$ cat src/rtl/gpr_file_pkg.sv
package gpr_file_pkg;
  localparam int unsigned GPR_DATA_W_DEF = 32;
  localparam int unsigned GPR_DEPTH_DEF  = 32;

  // A write is live only when enabled and not aimed at the zero entry.
  function automatic logic live_write(input logic en, input logic zero_idx);
    return en && !zero_idx;
  endfunction
endpackage

$ cat src/rtl/gpr_wr_decode.sv
module gpr_wr_decode
  import gpr_file_pkg::*;
#(
  parameter int unsigned DEPTH  = GPR_DEPTH_DEF,
  localparam int unsigned ADDR_W = $clog2(DEPTH)
) (
  input  logic              clk_i,
  input  logic              rst_ni,
  input  logic              wr_en_i,
  input  logic [ADDR_W-1:0] wr_addr_i,
  output logic [DEPTH-1:0]  row_we_o
);

  always_comb begin
    row_we_o = '0;
    for (int i = 1; i < DEPTH; i++) begin
      row_we_o[i] = live_write(wr_en_i, wr_addr_i == '0) && (wr_addr_i == ADDR_W'(i));
    end
  end


  one_row_chk: assert property (@(posedge clk_i) disable iff (!rst_ni)
    $onehot0(row_we_o));


  zero_row_never_chk: assert property (@(posedge clk_i) disable iff (!rst_ni)
    (wr_addr_i == '0) |-> (row_we_o == '0));


  idle_no_row_chk: assert property (@(posedge clk_i) disable iff (!rst_ni)
    !wr_en_i |-> (row_we_o == '0));

endmodule

$ cat src/rtl/gpr_storage.sv
module gpr_storage
  import gpr_file_pkg::*;
#(
  parameter int unsigned DATA_W = GPR_DATA_W_DEF,
  parameter int unsigned DEPTH  = GPR_DEPTH_DEF,
  localparam int unsigned ADDR_W = $clog2(DEPTH)
) (
  input  logic                         clk_i,
  input  logic                         rst_ni,
  input  logic [DEPTH-1:0]             row_we_i,
  input  logic [ADDR_W-1:0]            wr_addr_i,
  input  logic [DATA_W-1:0]            wr_data_i,
  output logic [DEPTH-1:0][DATA_W-1:0] rows_o
);

  // Entry 0 is a constant: no flop, no reset needed.
  assign rows_o[0] = '0;

  for (genvar g = 1; g < DEPTH; g++) begin : g_row
    logic [DATA_W-1:0] row_q;
    always_ff @(posedge clk_i or negedge rst_ni) begin
      if (!rst_ni)          row_q <= '0;
      else if (row_we_i[g]) row_q <= wr_data_i;
    end
    assign rows_o[g] = row_q;
  end


  write_lands_chk: assert property (@(posedge clk_i) disable iff (!rst_ni)
    (row_we_i != '0) |=> (rows_o[$past(wr_addr_i)] == $past(wr_data_i)));


  no_we_stable_chk: assert property (@(posedge clk_i) disable iff (!rst_ni)
    (row_we_i == '0) |=> $stable(rows_o));

endmodule

$ cat src/rtl/gpr_read_port.sv
module gpr_read_port
  import gpr_file_pkg::*;
#(
  parameter int unsigned DATA_W = GPR_DATA_W_DEF,
  parameter int unsigned DEPTH  = GPR_DEPTH_DEF,
  parameter bit          BYPASS = 1'b1,
  localparam int unsigned ADDR_W = $clog2(DEPTH)
) (
  input  logic                         clk_i,
  input  logic                         rst_ni,
  input  logic [DEPTH-1:0][DATA_W-1:0] rows_i,
  input  logic [ADDR_W-1:0]            rd_addr_i,
  input  logic                         wr_en_i,
  input  logic [ADDR_W-1:0]            wr_addr_i,
  input  logic [DATA_W-1:0]            wr_data_i,
  output logic [DATA_W-1:0]            rd_data_o
);

  logic collide;
  assign collide = live_write(wr_en_i, wr_addr_i == '0) && (wr_addr_i == rd_addr_i);

  if (BYPASS) begin : g_fwd
    assign rd_data_o = collide ? wr_data_i : rows_i[rd_addr_i];


    fwd_new_word_chk: assert property (@(posedge clk_i) disable iff (!rst_ni)
      collide |-> (rd_data_o == wr_data_i));
  end else begin : g_nofwd
    assign rd_data_o = rows_i[rd_addr_i];


    nofwd_old_word_chk: assert property (@(posedge clk_i) disable iff (!rst_ni)
      collide |=> (rd_data_o == $past(wr_data_i)) || (rd_addr_i != $past(rd_addr_i))
                  || (wr_en_i && wr_addr_i == rd_addr_i));
  end


  zero_read_chk: assert property (@(posedge clk_i) disable iff (!rst_ni)
    (rd_addr_i == '0) |-> (rd_data_o == '0));

endmodule

$ cat src/rtl/gpr_file.sv
module gpr_file
  import gpr_file_pkg::*;
#(
  parameter int unsigned DATA_W = GPR_DATA_W_DEF,
  parameter int unsigned DEPTH  = GPR_DEPTH_DEF,
  parameter bit          BYPASS = 1'b1,
  localparam int unsigned ADDR_W = $clog2(DEPTH)
) (
  input  logic              clk_i,
  input  logic              rst_ni,
  input  logic [ADDR_W-1:0] ra_addr_i,
  output logic [DATA_W-1:0] ra_data_o,
  input  logic [ADDR_W-1:0] rb_addr_i,
  output logic [DATA_W-1:0] rb_data_o,
  input  logic              wr_en_i,
  input  logic [ADDR_W-1:0] wr_addr_i,
  input  logic [DATA_W-1:0] wr_data_i
);

  localparam int unsigned N_RD = 2;

  logic [DEPTH-1:0]             row_we;
  logic [DEPTH-1:0][DATA_W-1:0] rows;
  logic [N_RD-1:0][ADDR_W-1:0]  rd_addr;
  logic [N_RD-1:0][DATA_W-1:0]  rd_data;

  gpr_wr_decode #(.DEPTH(DEPTH)) u_dec (
    .clk_i     (clk_i),
    .rst_ni    (rst_ni),
    .wr_en_i   (wr_en_i),
    .wr_addr_i (wr_addr_i),
    .row_we_o  (row_we)
  );

  gpr_storage #(.DATA_W(DATA_W), .DEPTH(DEPTH)) u_store (
    .clk_i     (clk_i),
    .rst_ni    (rst_ni),
    .row_we_i  (row_we),
    .wr_addr_i (wr_addr_i),
    .wr_data_i (wr_data_i),
    .rows_o    (rows)
  );

  assign rd_addr[0] = ra_addr_i;
  assign rd_addr[1] = rb_addr_i;

  for (genvar p = 0; p < N_RD; p++) begin : g_rd
    gpr_read_port #(.DATA_W(DATA_W), .DEPTH(DEPTH), .BYPASS(BYPASS)) u_port (
      .clk_i     (clk_i),
      .rst_ni    (rst_ni),
      .rows_i    (rows),
      .rd_addr_i (rd_addr[p]),
      .wr_en_i   (wr_en_i),
      .wr_addr_i (wr_addr_i),
      .wr_data_i (wr_data_i),
      .rd_data_o (rd_data[p])
    );
  end

  assign ra_data_o = rd_data[0];
  assign rb_data_o = rd_data[1];


  same_idx_same_word_chk: assert property (@(posedge clk_i) disable iff (!rst_ni)
    (ra_addr_i == rb_addr_i) |-> (ra_data_o == rb_data_o));


  reset_zero_chk: assert property (@(posedge clk_i)
    !rst_ni |-> (ra_data_o == '0) && (rb_data_o == '0));

endmodule

$ cat config.mk
export PLATFORM = sky130hd
export DESIGN_NAME = gpr_file
export DESIGN_NICKNAME = d
export VERILOG_FILES = /design/src/rtl/gpr_file_pkg.sv /design/src/rtl/gpr_wr_decode.sv /design/src/rtl/gpr_storage.sv /design/src/rtl/gpr_read_port.sv /design/src/rtl/gpr_file.sv
export SDC_FILE = /design/constraint.sdc
export NUM_CORES = 2
export LEC_CHECK = 0
export ABC_AREA = 1
export BUFFER_PORTS_ARGS = -buffer_cell sky130_fd_sc_hd__buf_2
export CELL_PAD_IN_SITES_DETAIL_PLACEMENT = 0
export CELL_PAD_IN_SITES_GLOBAL_PLACEMENT = 1
export CORE_MARGIN = 10
export CORE_UTILIZATION = 23
export DETAILED_ROUTE_END_ITERATION = 12
export PLACE_DENSITY = 0.55
export SYNTH_ARGS = -nofsm -noshare
export SYNTH_HDL_FRONTEND = slang
export SYNTH_HIERARCHICAL = 1
export SYNTH_SLANG_ARGS = --single-unit
$ cat constraint.sdc
create_clock -name clk_i -period 2.2 [get_ports clk_i]
set_input_delay 0.33 -clock clk_i [delete_from_list [all_inputs] [get_ports clk_i]]
set_output_delay 0.33 -clock clk_i [all_outputs]
set_load 0.02 [all_outputs]
Yosys cells after proc, flatten, opt, wreduce, memory -nomap -nowiden
Index checks and enable logic that the tools add are counted.
{"block": "op_classes", "order_cmp": 2, "eq_ne": 33, "n_mux": 6, "n_reduce_logical": 36}
{"operator": "binary-select mux 32 bit (select 5 bit)", "count": 2}
{"operator": "2-to-1 mux 32 bit", "count": 4}
{"operator": "equality test 5 bit, second input constant", "count": 16}
{"operator": "equality test 5 x 4 -> 1 bit, second input constant", "count": 8}
{"operator": "logical AND 1 bit", "count": 34}
{"operator": "equality test 5 x 3 -> 1 bit, second input constant", "count": 4}
{"operator": "< comparator 5 x 6 -> 1 bit, second input constant", "count": 2}
{"operator": "equality test 5 x 2 -> 1 bit, second input constant", "count": 2}
{"operator": "equality test 5 bit", "count": 2}
{"operator": "equality test 5 x 1 -> 1 bit, second input constant", "count": 1}
{"operator": "zero test 5 bit", "count": 1}
{"operator": "zero test 1 bit", "count": 1}
{"block": "totals", "regBits": 992, "in_bits": 50, "output_inout_bits": 64, "elab_cells": 108}

Logic depth before layout (Yosys ltp)
{"block": "logic_depth", "ltp_word": 5, "mapped_depth": 12, "depth_no_buf": 9}

Cells and area by module
Netlist, hierarchy kept.
{"module": "gpr_storage", "instances": 1, "cells_each": 4345, "area_per_inst_um2": 39968.3, "seq_area_each_um2": 24823.8}
{"module": "gpr_read_port", "instances": 2, "cells_each": 2458, "area_per_inst_um2": 10973.0, "seq_area_each_um2": 0.0}
{"module": "gpr_wr_decode", "instances": 1, "cells_each": 83, "area_per_inst_um2": 370.4, "seq_area_each_um2": 0.0}

Worst setup path before layout
Ideal clock, no wire load.
{"block": "synth_path", "path_kind": "input port to output port", "start": "input ra_addr_i[0]", "end": "output ra_data_o[21]", "t_arrival_ns": 1.397, "required_ns": 1.870, "slack_ns": 0.473, "stages": 12, "n_path_buf": 3, "path_cell_list": "buf_6 inv_8 buf_6 buf_4 nand2_1 nand3_1 nand3_1 nand2_1 nand2_1 nand3_1 nand3_1 nand2_1"}
{"block": "synth_between", "elab_chain_cells": 3, "elab_cells_between_ends": 5, "classes_between": "eq/ne (1); mux (3); reduce/logical (1)"}
{"element": "start: declaration", "line_no": "gpr_file.sv:11", "text": "input logic [ADDR_W-1:0] ra_addr_i,"}
{"element": "binary-select mux 32 bit (select 5 bit) or equality test 5 bit (tied branches)", "line_no": "gpr_read_port.sv:23, gpr_read_port.sv:20"}
{"element": "2-to-1 mux 32 bit (implied by the code) or logical AND 1 bit (tied branches)", "line_no": "gpr_read_port.sv:23, gpr_read_port.sv:20"}
{"element": "2-to-1 mux 32 bit (*)", "line_no": "gpr_read_port.sv:23", "text": "assign rd_data_o = collide ? wr_data_i : rows_i[rd_addr_i];"}
{"element": "end: declaration", "line_no": "gpr_file.sv:12", "text": "output logic [DATA_W-1:0] ra_data_o,"}
Every way passes the cells marked *; elsewhere a longest branch is shown, timed or not. The select of a mux whose other input is x is not followed.

Worst setup path after layout
{"block": "layout_path", "start": "register u_store.g_row[15].row_q[13]", "end": "output ra_data_o[13]"}
{"block": "layout_between", "elab_chain_cells": 3}
{"element": "start: declaration", "line_no": "gpr_storage.sv:20", "text": "logic [DATA_W-1:0] row_q;"}
{"element": "start signal: assignment", "line_no": "gpr_storage.sv:23", "text": "else if (row_we_i[g]) row_q <= wr_data_i;"}
{"element": "binary-select mux 32 bit (select 5 bit)", "line_no": "gpr_read_port.sv:23"}
{"element": "2-to-1 mux 32 bit (implied by the code)", "line_no": "gpr_read_port.sv:23"}
{"element": "2-to-1 mux 32 bit", "line_no": "gpr_read_port.sv:23"}
No other way between the ends. The select of a mux whose other input is x is not followed.

==> flow_summary.json <==
{
  "maxCapViolCount": 0,
  "grt_pass1_wl_um": 448000,
  "nNetsFinal": 9853,
  "arrival_ns": 2.16,
  "dpl.cell_count": 12900,
  "drtPass1Iterations": 6,
  "peakVddDrop_mv": 0.725,
  "holdWs_ns": 0.0820,
  "via_per_inst": 4.88,
  "slowest_stage": "dfrtp_1",
  "largest_reg_flops": 992,
  "swShare": 0.342,
  "clk_pin_slew_ns": 0.06,
  "regArea_mm2": 0.0248,
  "slew_viol_final": 0,
  "worst_slack_ns": -0.290,
  "drtIter0Drc": 6663,
  "drc": 0,
  "htreeDepth": 3,
  "rr_worst_depth": 4,
  "place.detailed.hpwl_um": 206000,
  "power_leakage_nw": 40.8,
  "clock.fmax_mhz": 402,
  "cp_max_fo": 3,
  "fill_cells": 28900,
  "ant_nets": 0,
  "rr_startpoint": "u_store/g_row[20].row_q[8]$_DFFE_PN0P_",
  "area_growth_pct": 32.5,
  "num_rows": 190,
  "hold_class": "in2async",
  "crit_type": "reg2out",
  "synth-warning-count": 6,
  "final_cells": 13500,
  "multi_input_area_mm2": 0.0361,
  "clkLatencyLatePin_ns": 0.75,
  "regToRegEndpoint": "u_store/g_row[20].row_q[8]$_DFFE_PN0P_",
  "die_h_um": 540,
  "crit_required_ns": 1.87,
  "fin_setup_tns_ns": -12.11,
  "grt_max_degree": 54,
  "layout_commonest_cell": "nand2_1",
  "grt_overflow_total": 0,
  "violations": "negative setup slack",
  "powerDensity_mw_per_mm2": 766,
  "largest_register": "u_store/g_row.row_q",
  "wl_um": 312000,
  "vias": 65600,
  "period_needed_ns": 2.49,
  "clockBufferDepth": 3,
  "cts_tree": "yes",
  "min_period_over_period": 1.13,
  "mostFrequentLayoutCells": "4977 x nand2_1, 1309 x nand3_1, 992 x dfrtp_1, 673 x buf_4, 530 x nand2_2",
  "rsz0062_at_grt": "true",
  "end_kind": "output port",
  "die_area_mm2": 0.292,
  "p_int_mw": 41.6,
  "cts_root_buf": "clkbuf_16",
  "largestRegisters": "u_store/g_row.row_q x992",
  "r2r_slack_ns": 1.34,
  "dpl_worst_slack_ns": -0.480,
  "clock_power_share": 0.347,
  "switchingPower_mw": 21.6,
  "cts_made_buffers": 120,
  "grt_pass1_vias": 62400,
  "worst_slew_pin_slew_ns": 0.805,
  "antenna_found_initial": 4,
  "p_seq_frac": 0.390,
  "ios": 114,
  "finalSetupViolCount": 64,
  "cts.sinks": 992,
  "cp-start-kind": "flop",
  "cp_cell_sequence": "nand2_1 -> nand3_1 -> nand3_1 -> nand2_2 -> nand2_2 -> nand3_2 -> nand3_2 -> nand2_1 -> buf_2",
  "pwr-share-comb": 0.263,
  "gp_congestion": 0.906,
  "slew_headroom": 0.463,
  "skew_ns": 0,
  "die_x_um": 540,
  "portBuffers": 113,
  "start_util": 0.232,
  "wl_per_cell_um": 23.2,
  "worst_path_largest_cell_delay_ns": 0.40,
  "finalPower_mw": 63.2,
  "syn-cell-area_mm2": 0.0623,
  "grt_usage": 0.203,
  "avgSynthCellArea_um2": 6.67,
  "syn_inst": 9342,
  "coreArea_mm2": 0.269,
  "layout-drive-gt1-share": 0.256,
  "outcome": "finished with violations",
  "hold_viol_final": 0
}
[how the worst max path moves through the flow]
stage                                                 start             to  cells past startpoint
global placement                               rb_addr_i[0]  rb_data_o[10]                     12
floorplan                                      ra_addr_i[0]  ra_data_o[21]                     12
global route        u_store/g_row[31].row_q[19]$_DFFE_PN0P_  rb_data_o[19]                     10
finish              u_store/g_row[15].row_q[13]$_DFFE_PN0P_  ra_data_o[13]                      9
CTS                  u_store/g_row[16].row_q[7]$_DFFE_PN0P_   ra_data_o[7]                     10
detailed placement                             rb_addr_i[0]  rb_data_o[10]                     12
[power groups by stage]
stage	sequential [mW]	combinational, mW	clock, mW
detailed placement	24.9	13.3	0
global placement	24.9	13.2	0
finish	24.7	16.6	21.9
CTS	24.6	14.8	22.4
floorplan	24.1	8.38	0
global route	25.1	18.2	23.1
[critical path: cells and delay by family, from the launching register on]
kind	cells	cell delay, ns
and+or+nand+nor	8	0.83
buffers and inverters	1	0.16
DFF	1	0.40
[per-stage QoR]
step,util,area (um2)
2_1_floorplan,-,62400
3_3_place_gp,0.264,70800
3_5_place_dp,0.264,70800
4_1_cts,0.292,78500
5_1_grt,0.307,82500
6_report,0.307,82500
[metal layers]
metal / track usage / vias up / share of wire
li1: - / 30200 / -
met1: 0.272 / 32100 / 0.43
met2: 0.329 / 2696 / 0.46
met3: 0.0238 / 601 / 0.064
met4: 0.0834 / 0 / 0.047
met5: 0 / - / 0
[timing repair]
action,in CTS,in global routing
pin swaps,316,504
gates cloned,0,5
resized for setup,683,562
hold endpoints to repair,310,0
hold buffers,10,0
setup buffers,103,181
setup endpoints to repair,64,64
[area by class of cell]
class,instances,share of cell area
flip-flops and latches,992,0.301
repair buffers,1112,0.152
diodes,4,0.000121
multi-input cells,7527,0.437
inverters,50,0.00479
well taps,3552,0.0539
clock buffers,171,0.0429
clock inverters,49,0.00865
Power figures use the tool's default switching activity.
